$ cat src/rtl/pwm_pkg.sv
package pwm_pkg;
  localparam int unsigned DATA_W = 32;
  localparam int unsigned ADDR_W = 4;

  localparam logic [ADDR_W-1:0] OFF_CNT  = 4'h0;
  localparam logic [ADDR_W-1:0] OFF_PER  = 4'h4;
  localparam logic [ADDR_W-1:0] OFF_DUTY = 4'h8;
  localparam logic [ADDR_W-1:0] OFF_CTRL = 4'hC;

  localparam int unsigned BIT_EN      = 0;
  localparam int unsigned BIT_CONT    = 1;
  localparam int unsigned BIT_DUTY_HI = 3;
  localparam int unsigned BIT_IDLE_HI = 4;
  localparam int unsigned BIT_LOCK    = 6;

  typedef struct packed {
    logic lock;
    logic idle_hi;
    logic duty_hi;
    logic cont;
    logic en;
  } ctrl_t;
endpackage

$ cat src/rtl/pwm_regs.sv
module pwm_regs
  import pwm_pkg::*;
#(
  parameter int unsigned DW = DATA_W,
  parameter int unsigned AW = ADDR_W
) (
  input  logic          clk_i,
  input  logic          rst_ni,
  input  logic          we_i,
  input  logic [AW-1:0] addr_i,
  input  logic [DW-1:0] wdata_i,
  input  logic [DW-1:0] cnt_i,
  output logic [DW-1:0] rdata_o,
  output ctrl_t         ctrl_o,
  output logic [DW-1:0] per_sh_o,
  output logic [DW-1:0] duty_sh_o
);
  logic [DW-1:0] ctrl_word;

  always_ff @(posedge clk_i or negedge rst_ni) begin
    if (!rst_ni) begin
      ctrl_o    <= '0;
      per_sh_o  <= '0;
      duty_sh_o <= '0;
    end else if (we_i) begin
      if (addr_i == OFF_PER)  per_sh_o  <= wdata_i;
      if (addr_i == OFF_DUTY) duty_sh_o <= wdata_i;
      if (addr_i == OFF_CTRL) begin
        ctrl_o.en      <= wdata_i[BIT_EN];
        ctrl_o.cont    <= wdata_i[BIT_CONT];
        ctrl_o.duty_hi <= wdata_i[BIT_DUTY_HI];
        ctrl_o.idle_hi <= wdata_i[BIT_IDLE_HI];
        ctrl_o.lock    <= wdata_i[BIT_LOCK];
      end
    end
  end

  always_comb begin
    ctrl_word              = '0;
    ctrl_word[BIT_EN]      = ctrl_o.en;
    ctrl_word[BIT_CONT]    = ctrl_o.cont;
    ctrl_word[BIT_DUTY_HI] = ctrl_o.duty_hi;
    ctrl_word[BIT_IDLE_HI] = ctrl_o.idle_hi;
    ctrl_word[BIT_LOCK]    = ctrl_o.lock;
  end

  always_comb begin
    unique case (addr_i)
      OFF_CNT:  rdata_o = cnt_i;
      OFF_PER:  rdata_o = per_sh_o;
      OFF_DUTY: rdata_o = duty_sh_o;
      OFF_CTRL: rdata_o = ctrl_word;
      default:  rdata_o = '0;
    endcase
  end

  AST_PER_CAPTURE: assert property (@(posedge clk_i) disable iff (!rst_ni)
    (we_i && addr_i == OFF_PER) |=> per_sh_o == $past(wdata_i));
  AST_DUTY_CAPTURE: assert property (@(posedge clk_i) disable iff (!rst_ni)
    (we_i && addr_i == OFF_DUTY) |=> duty_sh_o == $past(wdata_i));
endmodule

$ cat src/rtl/pwm_core.sv
module pwm_core
  import pwm_pkg::*;
#(
  parameter int unsigned DW = DATA_W
) (
  input  logic          clk_i,
  input  logic          rst_ni,
  input  ctrl_t         ctrl_i,
  input  logic [DW-1:0] per_sh_i,
  input  logic [DW-1:0] duty_sh_i,
  output logic [DW-1:0] cnt_o,
  output logic          pwm_o
);
  logic [DW-1:0] per_act, duty_act;
  logic          duty_hi_act, idle_hi_act;
  logic [DW:0]   cnt_inc;
  logic          running, wrap, commit;

  assign running = ctrl_i.en & ctrl_i.cont;
  assign cnt_inc = {1'b0, cnt_o} + 1'b1;
  assign wrap    = cnt_inc >= {1'b0, per_act};
  // stopped channel tracks shadow; running one refreshes only on wrap
  assign commit  = ~ctrl_i.lock & (~running | wrap);

  always_ff @(posedge clk_i or negedge rst_ni) begin
    if (!rst_ni) begin
      per_act     <= '0;
      duty_act    <= '0;
      duty_hi_act <= 1'b0;
      idle_hi_act <= 1'b0;
      cnt_o       <= '0;
    end else begin
      if (commit) begin
        per_act     <= per_sh_i;
        duty_act    <= duty_sh_i;
        duty_hi_act <= ctrl_i.duty_hi;
        idle_hi_act <= ctrl_i.idle_hi;
      end
      if (!running || wrap) cnt_o <= '0;
      else                  cnt_o <= cnt_inc[DW-1:0];
    end
  end

  assign pwm_o = (running && cnt_o < duty_act) ? duty_hi_act : idle_hi_act;

  AST_LOCK_FREEZE: assert property (@(posedge clk_i) disable iff (!rst_ni)
    ctrl_i.lock |=> $stable(per_act) && $stable(duty_act)
                    && $stable(duty_hi_act) && $stable(idle_hi_act));
  AST_NO_MIDPERIOD: assert property (@(posedge clk_i) disable iff (!rst_ni)
    (running && !wrap) |=> $stable(per_act) && $stable(duty_act));
  AST_CNT_RANGE: assert property (@(posedge clk_i) disable iff (!rst_ni)
    (running && per_act != '0) |-> cnt_o < per_act);
  AST_OFF_CLEARS: assert property (@(posedge clk_i) disable iff (!rst_ni)
    !running |=> cnt_o == '0);
endmodule

$ cat src/rtl/pwm_lockable_top.sv
module pwm_lockable_top
  import pwm_pkg::*;
#(
  parameter int unsigned DW = DATA_W,
  parameter int unsigned AW = ADDR_W
) (
  input  logic          clk_i,
  input  logic          rst_ni,
  input  logic          bus_we_i,
  input  logic [AW-1:0] bus_addr_i,
  input  logic [DW-1:0] bus_wdata_i,
  output logic [DW-1:0] bus_rdata_o,
  output logic          pwm_o
);
  ctrl_t         ctrl;
  logic [DW-1:0] per_sh, duty_sh, cnt;

  pwm_regs #(.DW(DW), .AW(AW)) u_regs (
    .clk_i     (clk_i),
    .rst_ni    (rst_ni),
    .we_i      (bus_we_i),
    .addr_i    (bus_addr_i),
    .wdata_i   (bus_wdata_i),
    .cnt_i     (cnt),
    .rdata_o   (bus_rdata_o),
    .ctrl_o    (ctrl),
    .per_sh_o  (per_sh),
    .duty_sh_o (duty_sh)
  );

  pwm_core #(.DW(DW)) u_core (
    .clk_i     (clk_i),
    .rst_ni    (rst_ni),
    .ctrl_i    (ctrl),
    .per_sh_i  (per_sh),
    .duty_sh_i (duty_sh),
    .cnt_o     (cnt),
    .pwm_o     (pwm_o)
  );
endmodule

$ cat config.mk
export PLATFORM = sky130hd
export DESIGN_NAME = pwm_lockable_top
export DESIGN_NICKNAME = d
export VERILOG_FILES = /design/src/rtl/pwm_pkg.sv /design/src/rtl/pwm_regs.sv /design/src/rtl/pwm_core.sv /design/src/rtl/pwm_lockable_top.sv
export SDC_FILE = /design/constraint.sdc
export NUM_CORES = 1
export LEC_CHECK = 0
export CORE_ASPECT_RATIO = 0.75
export CORE_MARGIN = 10
export CORE_UTILIZATION = 60
export CTS_CLUSTER_DIAMETER = 120
export DETAILED_ROUTE_END_ITERATION = 16
export DONT_BUFFER_PORTS = 1
export GPL_ROUTABILITY_DRIVEN = 0
export GPL_TIMING_DRIVEN = 0
export PLACE_DENSITY = 0.76
export SYNTH_ARGS = -nofsm -noshare
export SYNTH_HDL_FRONTEND = slang
export SYNTH_SLANG_ARGS = --single-unit
$ cat constraint.sdc
create_clock -name clk_i -period 5.1 [get_ports clk_i]
set_clock_uncertainty 0.1 [all_clocks]
set_input_delay 0 -clock clk_i [delete_from_list [all_inputs] [get_ports clk_i]]
set_output_delay 0 -clock clk_i [all_outputs]
set_load 0.005 [all_outputs]
==> results of run 1 <==
[stage by stage]
step	hold slack, ns	total power [W]	utilization (%)	setup WS [ns]	area (um^2)
2_1_floorplan	-0.396	0.00286	-	1.53	8840
3_3_place_gp	-0.386	0.00310	62.9	0.683	9090
3_5_place_dp	-0.387	0.00316	62.9	0.571	9090
4_1_cts	0.00148	0.00457	69.7	0.539	10100
5_1_grt	0.0338	0.00482	69.7	0.273	10100
6_report	0.0196	0.00456	69.7	0.501	10100
[critical path, stage by stage, from the launching register on]
cell	delay, ns
dfrtp_1	0.51
ha_1	0.29
nand3_1	0.25
nor2_1	0.35
and2_1	0.18
buf_4	0.14
nand2_1	0.07
xnor2_1	0.15
ha_1	0.33
nand4_1	0.18
nor4_1	0.57
nand2_1	0.09
o2111ai_1	0.23
nor2_1	0.07
o21ai_1	0.33
clkbuf_1	0.47
nor2b_1	0.12
[registers in the layout, indices dropped and copies added, names as in the netlist]
register            flops
u_core.duty_act        32
u_core.cnt_o           32
u_regs.ctrl_o           5
u_core.per_act         32
u_regs.per_sh_o        32
u_core.idle_hi_act      1
u_regs.duty_sh_o       32
u_core.duty_hi_act      1
[metal layers]
metal | wire, um | share of wire, %
met5 | 0 | 0
met3 | 1740 | 8.0
met1 | 9970 | 46
met4 | 279 | 1.3
met2 | 9870 | 45
[power breakdown]
| group | internal, W | switching [W] | total [W] |
|---|---|---|---|
| Combinational | 0.000673 | 0.000563 | 0.00124 |
| Clock | 0.000817 | 0.000514 | 0.00133 |
| Sequential | 0.00172 | 0.000275 | 0.00199 |
[cells in the mapped netlist (2+ instances only)]
cell type	number
xnor2_1	21
and4_1	5
clkbuf_1	10
inv_1	93
buf_2	2
buf_1	8
a21o_1	8
mux2_4	40
nand2_1	26
a211oi_1	3
xor2_1	9
nor2b_1	31
nand3_1	19
dfrtp_1	167
a22o_1	5
o21a_1	2
nor2_1	18
nor4_1	3
mux2_2	96
o21ai_0	10
a222oi_1	28
a21oi_1	19
and3_1	6
nor3_1	3
a2111oi_0	2
nand4_1	14
a221o_1	5
ha_1	64
nor4b_1	2
and2_1	2
buf_6	5
[what timing repair did]
item                      4_1_cts  5_1_grt
hold endpoints to repair      236        0
hold buffers                   36        0
resized for setup               0        0
[layout by cell type, fill, tap and decap left out, drive strengths merged, types with 2 or more instances in the layout]
cell type and count:
bufinv 3, o21ai 11, clkbuf 33, inv 93, and4 5, nor2b 31
a211oi 3, nor3 3, and2 2, dfrtp 167, a22o 5, a2111oi 2
dlygate4sd3 35, a221o 5, buf 17, nor4b 2, nand3 19, xor2 9
a21oi 19, and3 6, clkinvlp 2, a222oi 28, o21a 2, mux2 136
nand2 26, ha 64, nor4 3, a21o 8, nor2 18, clkinv 3
xnor2 21, nand4 14
[path summary, 6_finish.rpt]
check                           cells after the start             endpoint         startpoint  slack, ns
worst min register to register                      1    u_core.per_act[5]  u_core.per_act[5]       0.41
min in group asynchronous                           2  u_core.duty_act[13]             rst_ni       0.16
max in group asynchronous                           2  u_core.duty_act[30]             rst_ni       4.13
worst max register to register                     16      u_core.cnt_o[6]    u_core.cnt_o[0]       0.50
worst min-delay path                                3     u_regs.ctrl_o[3]      bus_addr_i[1]       0.02
worst max-delay path                               16      u_core.cnt_o[6]    u_core.cnt_o[0]       0.50
[cells by family (layout without fill, tap and decap cells)]
family	Yosys count	after routing
compound gates	91	91
xor+xnor	30	30
fa+ha+maj	64	64
buf+inv	119	186
flops	167	167
mux	136	136
simple gates	132	132
[final cells by class]
| cell class | count | area, um^2 | share of cell area (%) |
|---|---|---|---|
| Inverter | 93 | 349 | 3.47 |
| Timing Repair Buffer | 36 | 378 | 3.75 |
| Clock inverter | 8 | 120 | 1.19 |
| Sequential cell | 167 | 4180 | 41.5 |
| Clock buffer | 23 | 488 | 4.84 |
| Multi-Input combinational cell | 453 | 4170 | 41.4 |
| Tap cell | 200 | 250 | 2.48 |
| Buffer | 26 | 141 | 1.40 |
==> qor.yml, run 1 <==
antenna_found_initial: 0
drtIter0Drc: 605
p_leak_nw: 4.98
clk_root_buffer_cell: "clkbuf_16"
nFillCells: 1038
synthXorXnorAreaFrac_pct: 2.97
synth_fp_nets: 842
finalSetupViolations: 0
post_route_cells_drive_above_1_share_pct: 21.8
grtUsageMet3_pct: 6.69
drc: 0
fmax_mhz: 217
cts_buffer_depth: 2
syn_area_um2: 8840
syn_area_per_cell_um2: 12.0
cp.required_ns: 5.28
synth_mux_area_share_pct: 19.0
use_met1_pct: 30.3
synth-compound-area-share_pct: 8.07
critical_path.max_fanout: 10
nets: 897
ys_top_cells_by_area: "dfrtp_1, mux2_2, ha_1"
ios: 72
synthCells: 739
met2_usage_pct: 33.1
synthFlopType: "dfrtp_1"
grt_first_pass_wirelength_um: 35100
grt_max_degree: 168
vias: 6105
antenna_cells: 0
drv_slew: 0
die_w_um: 160
dieArea_um2: 20000
slew-limit-headroom_pct: 20.0
crit_type: "register to register"
synthSimpleGateAreaFrac_pct: 8.03
syn_to_final_growth_pct: 14.0
fp-row-count: 38
fp.coreArea_um2: 14500
cp.arrival_ns: 4.78
cts_setup_buffers: 0
dp_cells: 939
synth_edf_count: 0
p_per_area_nw_per_um2: 453
min_period_ns: 4.60
synth_top_cell_area_share_pct: 47.3
cts_sinks: 167
fp.dieH_um: 125
tightest_slew_ns: 1.18
synth_largest_area_cell: "dfrtp_1"
port_buffers: 0
clock_latency_ns: 0.43
grt_overflow_total: 0
htreeDepth: 4
instances_no_fill: 1006
dpl.hpwl_um: 15400
cts_buffers: 17
clkTransAtPathRegs_ns: 0.06
drtPass1Iterations: 6
ir_drop_v: 0.000270
synth-adder-area-share_pct: 9.06
fin_setup_tns_ns: 0
finalHoldViolCount: 0
start_util_pct: 61.1
rsz0062_at_grt: "false"
first_global_vias: 6366
final_antenna_net_count: 0
ys_ff_latch: 167
period_share_pct: 90.2
start_kind: "register"
cap_viol_max_count: 0
synth-async-reset-ratio_pct: 100
ys_seq_area_share_pct: 47.3
avgRoutedWirePerCell_um: 21.7
worstHoldPathType: "input pin to register"
drt_wl_total_um: 21900
vias_per_cell: 6.07
synth_warnings: 0
outcome: "finished clean"
end_kind: "register"
synth_top_family_by_area: "multiplexers"
tritoncts: "built"
grt-busiest-layer: "met2"
ys_types: 44
grt_util_all_layers_pct: 22.0
Note: power is estimated with default switching activity, not from simulation.
==> inputs of run 2 (changes only) <==
ABC_AREA = 1   (was not set)
==> run 2 against run 1 <==
Compared with the run above:
- via count increased by 36%
- final area increased by 4.5%
- sequential share of layout area decreased by 1.8 points
- first-iteration DRC count increased by 39%
- combinational power decreased by 21%
- clock power decreased by 4%
- critical path depth increased by 6
- maximum frequency increased by 3.0%
- critical path type unchanged
- critical endpoint is now u_core.duty_act[15]
- highest routed layer unchanged
==> qor.yml, run 2 <==
crit_type: "register to register"
regArea_um2: 4180
finalHoldViolCount: 0
cp_cell_sequence: "ha_1, nand2_1, nor2_4, inv_1, nor2_1, nand2_1, nor2_1, nand4_1, nor2_1, nand4_1, xor2_1, inv_1, ha_1, nand2_1, nor4_1, nand3_1, nor2_1, nor2_2, nand2_4, clkbuf_1, nand3_1, nand2_1"
fp.dieH_um: 128
synthFlopType: "dfrtp_1"
synth_largest_area_cell: "dfrtp_1"
nFillCells: 1286
outcome: "finished clean"
drv_slew: 0
ys_ff_latch: 167
slowest_delay_ns: 0.54
cts_sinks: 167
p_comb_share_pct: 24.0
clkPwrFrac_pct: 31.3
fmax_mhz: 224
start_util_pct: 61.2
p_sw_share_pct: 35.8
cp_top_family: "simple AND/OR/NAND/NOR gates"
cap_viol_max_count: 0
rsz0062_at_grt: "false"
grt_first_pass_wirelength_um: 43400
ys_types: 38
layout_commonest_cell: "nand2_1"
synth_edf_count: 0
netlist_top_cells_count: "nand2_1, inv_1, dfrtp_1"
multi_input_area_um2: 4240
port_buffers: 0
clkTransAtPathRegs_ns: 0.07
finalSetupViolations: 0
p_leak_nw: 5.43
place_area_um2: 9570
min_period_ns: 4.47
period_share_pct: 87.6
drc: 0
ios: 72
htreeDepth: 4
clock_latency_ns: 0.45
internal_power_w: 0.00262
p_seq_share_pct: 44.7
grt_max_degree: 168
final_cell_mix: "nand2_1, inv_1, dfrtp_1"
synth_top_cell_area_share_pct: 44.9
cp.arrival_ns: 4.74
critical_path.max_fanout: 10
syn_area_per_cell_um2: 7.76
vias_per_cell: 5.62
synth_fp_nets: 1304
first_global_vias: 7955
grt_util_all_layers_pct: 26.8
avgRoutedWirePerCell_um: 18.5
cts_buffers: 17
clk_root_buffer_cell: "clkbuf_16"
p_per_area_nw_per_um2: 388
ir_drop_v: 0.000249
drt_wl_total_um: 27200
postLayoutCellArea_um2: 10500
grt_overflow_total: 0
end_kind: "register"
ys_seq_area_share_pct: 44.9
cp_slowest_cell: "clkbuf_1"
post_route_cells_drive_above_1_share_pct: 4.81
antenna_cells: 0
drtIter0Drc: 842
synth_most_common_cell: "nand2_1"
cp_num_buf_inv: 3
final_antenna_net_count: 0
antenna_found_initial: 0
dpl.hpwl_um: 19600
fin_setup_tns_ns: 0
tritoncts: "built"
start_kind: "register"
dp_slack_ns: 0.688
dieArea_um2: 21000
cts_setup_buffers: 0
tightest_slew_ns: 1.05
cp.required_ns: 5.38
synth-async-reset-ratio_pct: 100
die_w_um: 164
vias: 8289
cts_buffer_depth: 2
holdWs_ns: 0.0426
drtPass1Iterations: 5
synthCells: 1201
fp-row-count: 39
nets: 1359
fin_ws_ns: 0.633
ys_top_cells_by_area: "dfrtp_1, nand2_1, ha_1"
syn_area_um2: 9320
power.switching_w: 0.00146
synth_warnings: 0
fp.coreArea_um2: 15200
worstHoldPathType: "input pin to register"
syn_to_final_growth_pct: 13.0
slew-limit-headroom_pct: 30.3
[run 2: changes by cell type after synthesis, moves of 31 or more]
cell / change
mux2_2: -96
nor2_1: +54
inv_1: +83
o21ai_0: +63
mux2_4: -40
nor2b_1: -31
nand2_1: +346
nand3_1: +70
[run 2: cells by family after synthesis]
| group | share of synthesized area [%] |
|---|---|
| XOR/XNOR | 1.97 |
| adder cells (fa/ha/maj) | 8.60 |
| AND/OR/NAND/NOR | 27.0 |
| buffers and inverters | 9.60 |
| AO/OA/AOI/OAI | 7.96 |
| flip-flops | 44.9 |
[run 2: final timing paths]
check | start | depth (start not counted) | endpoint | slack [ns]
max | u_core.cnt_o[0] | 22 | u_core.duty_act[15] | 0.63
min | bus_we_i | 3 | u_regs.per_sh_o[19] | 0.04
max reg2reg | u_core.cnt_o[0] | 22 | u_core.duty_act[15] | 0.63
min reg2reg | u_core.per_act[22] | 2 | u_core.per_act[22] | 0.37
max in group asynchronous | rst_ni | 2 | u_regs.per_sh_o[13] | 3.97
min in group asynchronous | rst_ni | 2 | u_regs.duty_sh_o[13] | 0.09
[run 2: timing repair]
action / CTS / global route
endpoints found under the hold margin: 236 / 0
hold buffers: 36 / 0
gates resized for setup: 0 / 0
[run 2: worst register-to-register path, cell delays in order, from the launching register on]
cell	delay, ns
dfrtp_1	0.45
ha_1	0.21
nand2_1	0.11
nor2_4	0.15
inv_1	0.05
nor2_1	0.15
nand2_1	0.11
nor2_1	0.17
nand4_1	0.15
nor2_1	0.32
nand4_1	0.17
xor2_1	0.23
inv_1	0.07
ha_1	0.29
nand2_1	0.09
nor4_1	0.29
nand3_1	0.10
nor2_1	0.15
nor2_2	0.07
nand2_4	0.15
clkbuf_1	0.55
nand3_1	0.17
nand2_1	0.10
[run 2: cell type report]
type	instances	share of cell area [%]
Multi-Input combinational cell	811	40.3
Clock buffer	17	4.04
Timing Repair Buffer	36	3.59
Tap cell	205	2.44
Buffer	45	2.15
Inverter	178	6.34
Sequential cell	167	39.7
Clock inverter	15	1.47
[run 2: layer usage]
| layer | up-vias | share of wire (%) | global-route usage, % |
|---|---|---|---|
| met3 | 50 | 11 | 7.38 |
| li1 | 3937 | - | - |
| met5 | - | 0 | 0 |
| met2 | 376 | 43 | 40.0 |
| met1 | 3926 | 44 | 36.8 |
| met4 | 0 | 2.5 | 9.07 |
[run 2: power by group through the flow]
stage / Clock [W] / Sequential (W) / Combinational [W]
finish: 0.00128 / 0.00183 / 0.000979
floorplan: 0 / 0.00178 / 0.000680
CTS: 0.00128 / 0.00182 / 0.000977
detailed placement: 0 / 0.00184 / 0.000914
global route: 0.00133 / 0.00186 / 0.00113
global placement: 0 / 0.00183 / 0.000880
[run 2: stage by stage]
stage / power [W] / cells / utilization, %
floorplan: 0.00246 / 1201 / -
global placement: 0.00271 / 1406 / 62.9
detailed placement: 0.00275 / 1406 / 62.9
CTS: 0.00407 / 1474 / 69.2
global route: 0.00432 / 1474 / 69.2
finish: 0.00408 / 1474 / 69.2
==> inputs of run 3 (changes only) <==
CAP_MARGIN = 20   (was not set)
SKIP_CTS_REPAIR_TIMING = 1   (was not set)
SYNTH_HIERARCHICAL = 1   (was not set)
==> run 3 against run 2 <==
Compared with the run above:
- the flow now finishes with violations (hold timing)
- total power is 3.8% higher
- final area is 7.2% higher
- cell count is 9.0% higher
- register-to-register slack better by 0.096 ns
- critical path depth is 2 higher
- synthesized cell count is 7.2% higher
- flip-flop and latch count stayed put
- highest routed layer unchanged
- worst setup slack better by 0.096 ns
- clock-buffer cell count stayed put
- via count is 8.6% higher
- die area is 2.3% higher
- sequential share of layout area is 2.7 points lower
==> qor.yml, run 3 <==
final_antenna_net_count: 0
holdWs_ns: -0.00962
synth_fp_nets: 1390
port_buffers: 0
cp_num_buf_inv: 3
slew-limit-headroom_pct: 44.1
synthFlopType: "dfrtp_1"
cts_buffer_depth: 2
reg2reg_depth: 24
clkPwrFrac_pct: 32.1
fp.dieH_um: 129
dieArea_um2: 21500
avgRoutedWirePerCell_um: 18.2
r2r_slack_ns: 0.73
p_leak_nw: 6.06
crit_start: "u_core/cnt_o[0]"
place_area_um2: 9830
antenna_found_initial: 0
postLayoutCellArea_um2: 11300
dp_slack_ns: 0.911
internal_power_w: 0.00279
tightest_slew_ns: 0.839
syn_area_um2: 9570
dp_cells: 1492
clk_root_buffer_cell: "clkbuf_16"
ys_seq_area_share_pct: 43.7
rsz0062_at_grt: "false"
synth_edf_count: 0
fin_setup_tns_ns: 0
drt_wl_total_um: 29200
fp-row-count: 39
start_util_pct: 62.1
r2r-end: "u_core/cnt_o[15]"
synth-async-reset-ratio_pct: 100
p_per_area_nw_per_um2: 375
vias_per_cell: 5.60
syn_area_per_cell_um2: 7.44
first_global_vias: 8101
fin_ws_ns: 0.729
nFillCells: 1165
critical_path.max_fanout: 10
p_seq_share_pct: 43.3
syn_to_final_growth_pct: 18.0
antenna_cells: 0
ys_top_cells_by_area: "dfrtp_1, nand2_1, ha_1"
tritoncts: "built"
finalSetupViolations: 0
cp_cell_sequence: "ha_1, nand2_1, inv_2, nand2_2, nor3_1, nand4_1, nor4_1, nor2_1, ha_1, nand2_1, nor2_1, nand2_1, nor2_1, nor2_1, nand2_1, nand2_1, nand2_1, nand2_1, nand2_1, nand2_1, nand2_2, buf_4, buf_2, nor2_1"
dpl.hpwl_um: 20000
final_cell_mix: "nand2_1, dfrtp_1, inv_1"
cp_top_family: "simple AND/OR/NAND/NOR gates"
end_kind: "register"
synth_most_common_cell: "nand2_1"
cp_common_cell: "nand2_1"
totalPowerFinal_w: 0.00424
netlist_top_cells_count: "nand2_1, dfrtp_1, inv_1"
cp.required_ns: 5.32
synthCells: 1287
cp_slowest_cell: "dfrtp_1"
violations: "hold timing"
vias: 9004
p_comb_share_pct: 24.6
layout_commonest_cell: "nand2_1"
p_sw_share_pct: 34.1
cts_sinks: 167
synth_largest_area_cell: "dfrtp_1"
fp.coreArea_um2: 15400
ios: 72
cts_buffers: 17
ys_types: 34
instances_no_fill: 1607
cp.arrival_ns: 4.59
nets: 1492
worst-path-stages: 24
period_share_pct: 85.7
start_kind: "register"
grt_overflow_total: 0
crit_end: "u_core/cnt_o[15]"
crit_type: "register to register"
r2r-start: "u_core/cnt_o[0]"
power.switching_w: 0.00144
ys_ff_latch: 167
cap_viol_max_count: 0
finalHoldViolCount: 2
clkTransAtPathRegs_ns: 0.07
drtPass1Iterations: 6
grt_first_pass_wirelength_um: 43500
drc: 0
grt_util_all_layers_pct: 25.7
post_route_cells_drive_above_1_share_pct: 6.78
drtIter0Drc: 936
min_period_ns: 4.37
outcome: "finished, violations left"
die_w_um: 166
slowest_delay_ns: 0.48
fmax_mhz: 229
worstHoldPathType: "input pin to register"
drv_slew: 0
htreeDepth: 4
grt_max_degree: 168
synth_warnings: 6
clock_latency_ns: 0.44
synth_top_cell_area_share_pct: 43.7
ir_drop_v: 0.000251
## run 3: cell types whose count changed after synthesis, moves of 4 or more
cell       before  now
inv_1         176  148
o21ai_0        73    9
o2111ai_1       6    0
clkbuf_1       31    7
o211ai_1       19    1
nand3_1        89  122
inv_2           1    6
buf_2           7   25
nor2_4          1    5
buf_6           5   11
nand2_1       372  535
nand2_2         1    7
## run 3: layout make-up
cell class | count | area [um^2] | share of cell area, %
clock buffer | 17 | 425 | 3.77
clock inverter | 15 | 193 | 1.71
buffer | 44 | 283 | 2.50
tap | 205 | 256 | 2.27
inverter | 154 | 578 | 5.12
multi-input combinational | 922 | 4530 | 40.1
timing repair buffer | 83 | 848 | 7.51
sequential | 167 | 4180 | 37.0
## run 3: kinds of logic after synthesis
group,share of synthesized area (%)
and+or+nand+nor,34.5
buffers and inverters,9.00
DFF,43.7
adders and majority gates,8.37
AOI/OAI and AO/OA,2.63
xor gates and xnor gates,1.83
## run 3: per-layer routing
layer	up-vias	global-route usage, %	routed length (um)
li1	4236	-	-
met1	4245	34.9	12200
met2	464	38.8	13100
met3	59	7.07	3240
met4	0	8.84	645
met5	-	0	0
## run 3: power groups by stage
stage	clock network (W)	registers [W]	logic, W
after floorplan	0	0.00178	0.000680
after global placement	0	0.00184	0.000856
after detailed placement	0	0.00184	0.000886
after CTS	0.00137	0.00183	0.000903
after global routing	0.00143	0.00187	0.00118
final	0.00136	0.00183	0.00104
## run 3: worst min path at each step
stage / to / slack (ns) / startpoint / cells past startpoint
floorplan: u_core/cnt_o[0] / -0.40 / rst_ni / 0
global placement: u_core/duty_act[11] / -0.39 / rst_ni / 0
detailed placement: u_core/duty_act[10] / -0.39 / rst_ni / 0
CTS: u_core/duty_act[8] / -0.85 / rst_ni / 0
global route: u_regs/ctrl_o[4] / 0.04 / bus_addr_i[3] / 5
finish: u_regs/ctrl_o[4] / -0.01 / bus_addr_i[3] / 5
## run 3: through the flow
stage                     utilization (%)  hold WS [ns]
after floorplan                         -        -0.396
after global placement               63.7        -0.386
after detailed placement             63.7        -0.386
after CTS                            67.7        -0.847
after global routing                 73.2        0.0377
final                                73.2      -0.00962
## run 3: worst register-to-register path: stages, from the launching register on
cell     delay [ns]
dfrtp_1        0.48
ha_1           0.23
nand2_1        0.07
inv_2          0.08
nand2_2        0.10
nor3_1         0.43
nand4_1        0.22
nor4_1         0.33
nor2_1         0.10
ha_1           0.31
nand2_1        0.08
nor2_1         0.28
nand2_1        0.11
nor2_1         0.12
nor2_1         0.05
nand2_1        0.08
nand2_1        0.06
nand2_1        0.08
nand2_1        0.06
nand2_1        0.07
nand2_1        0.07
nand2_2        0.15
buf_4          0.23
buf_2          0.28
nor2_1         0.09
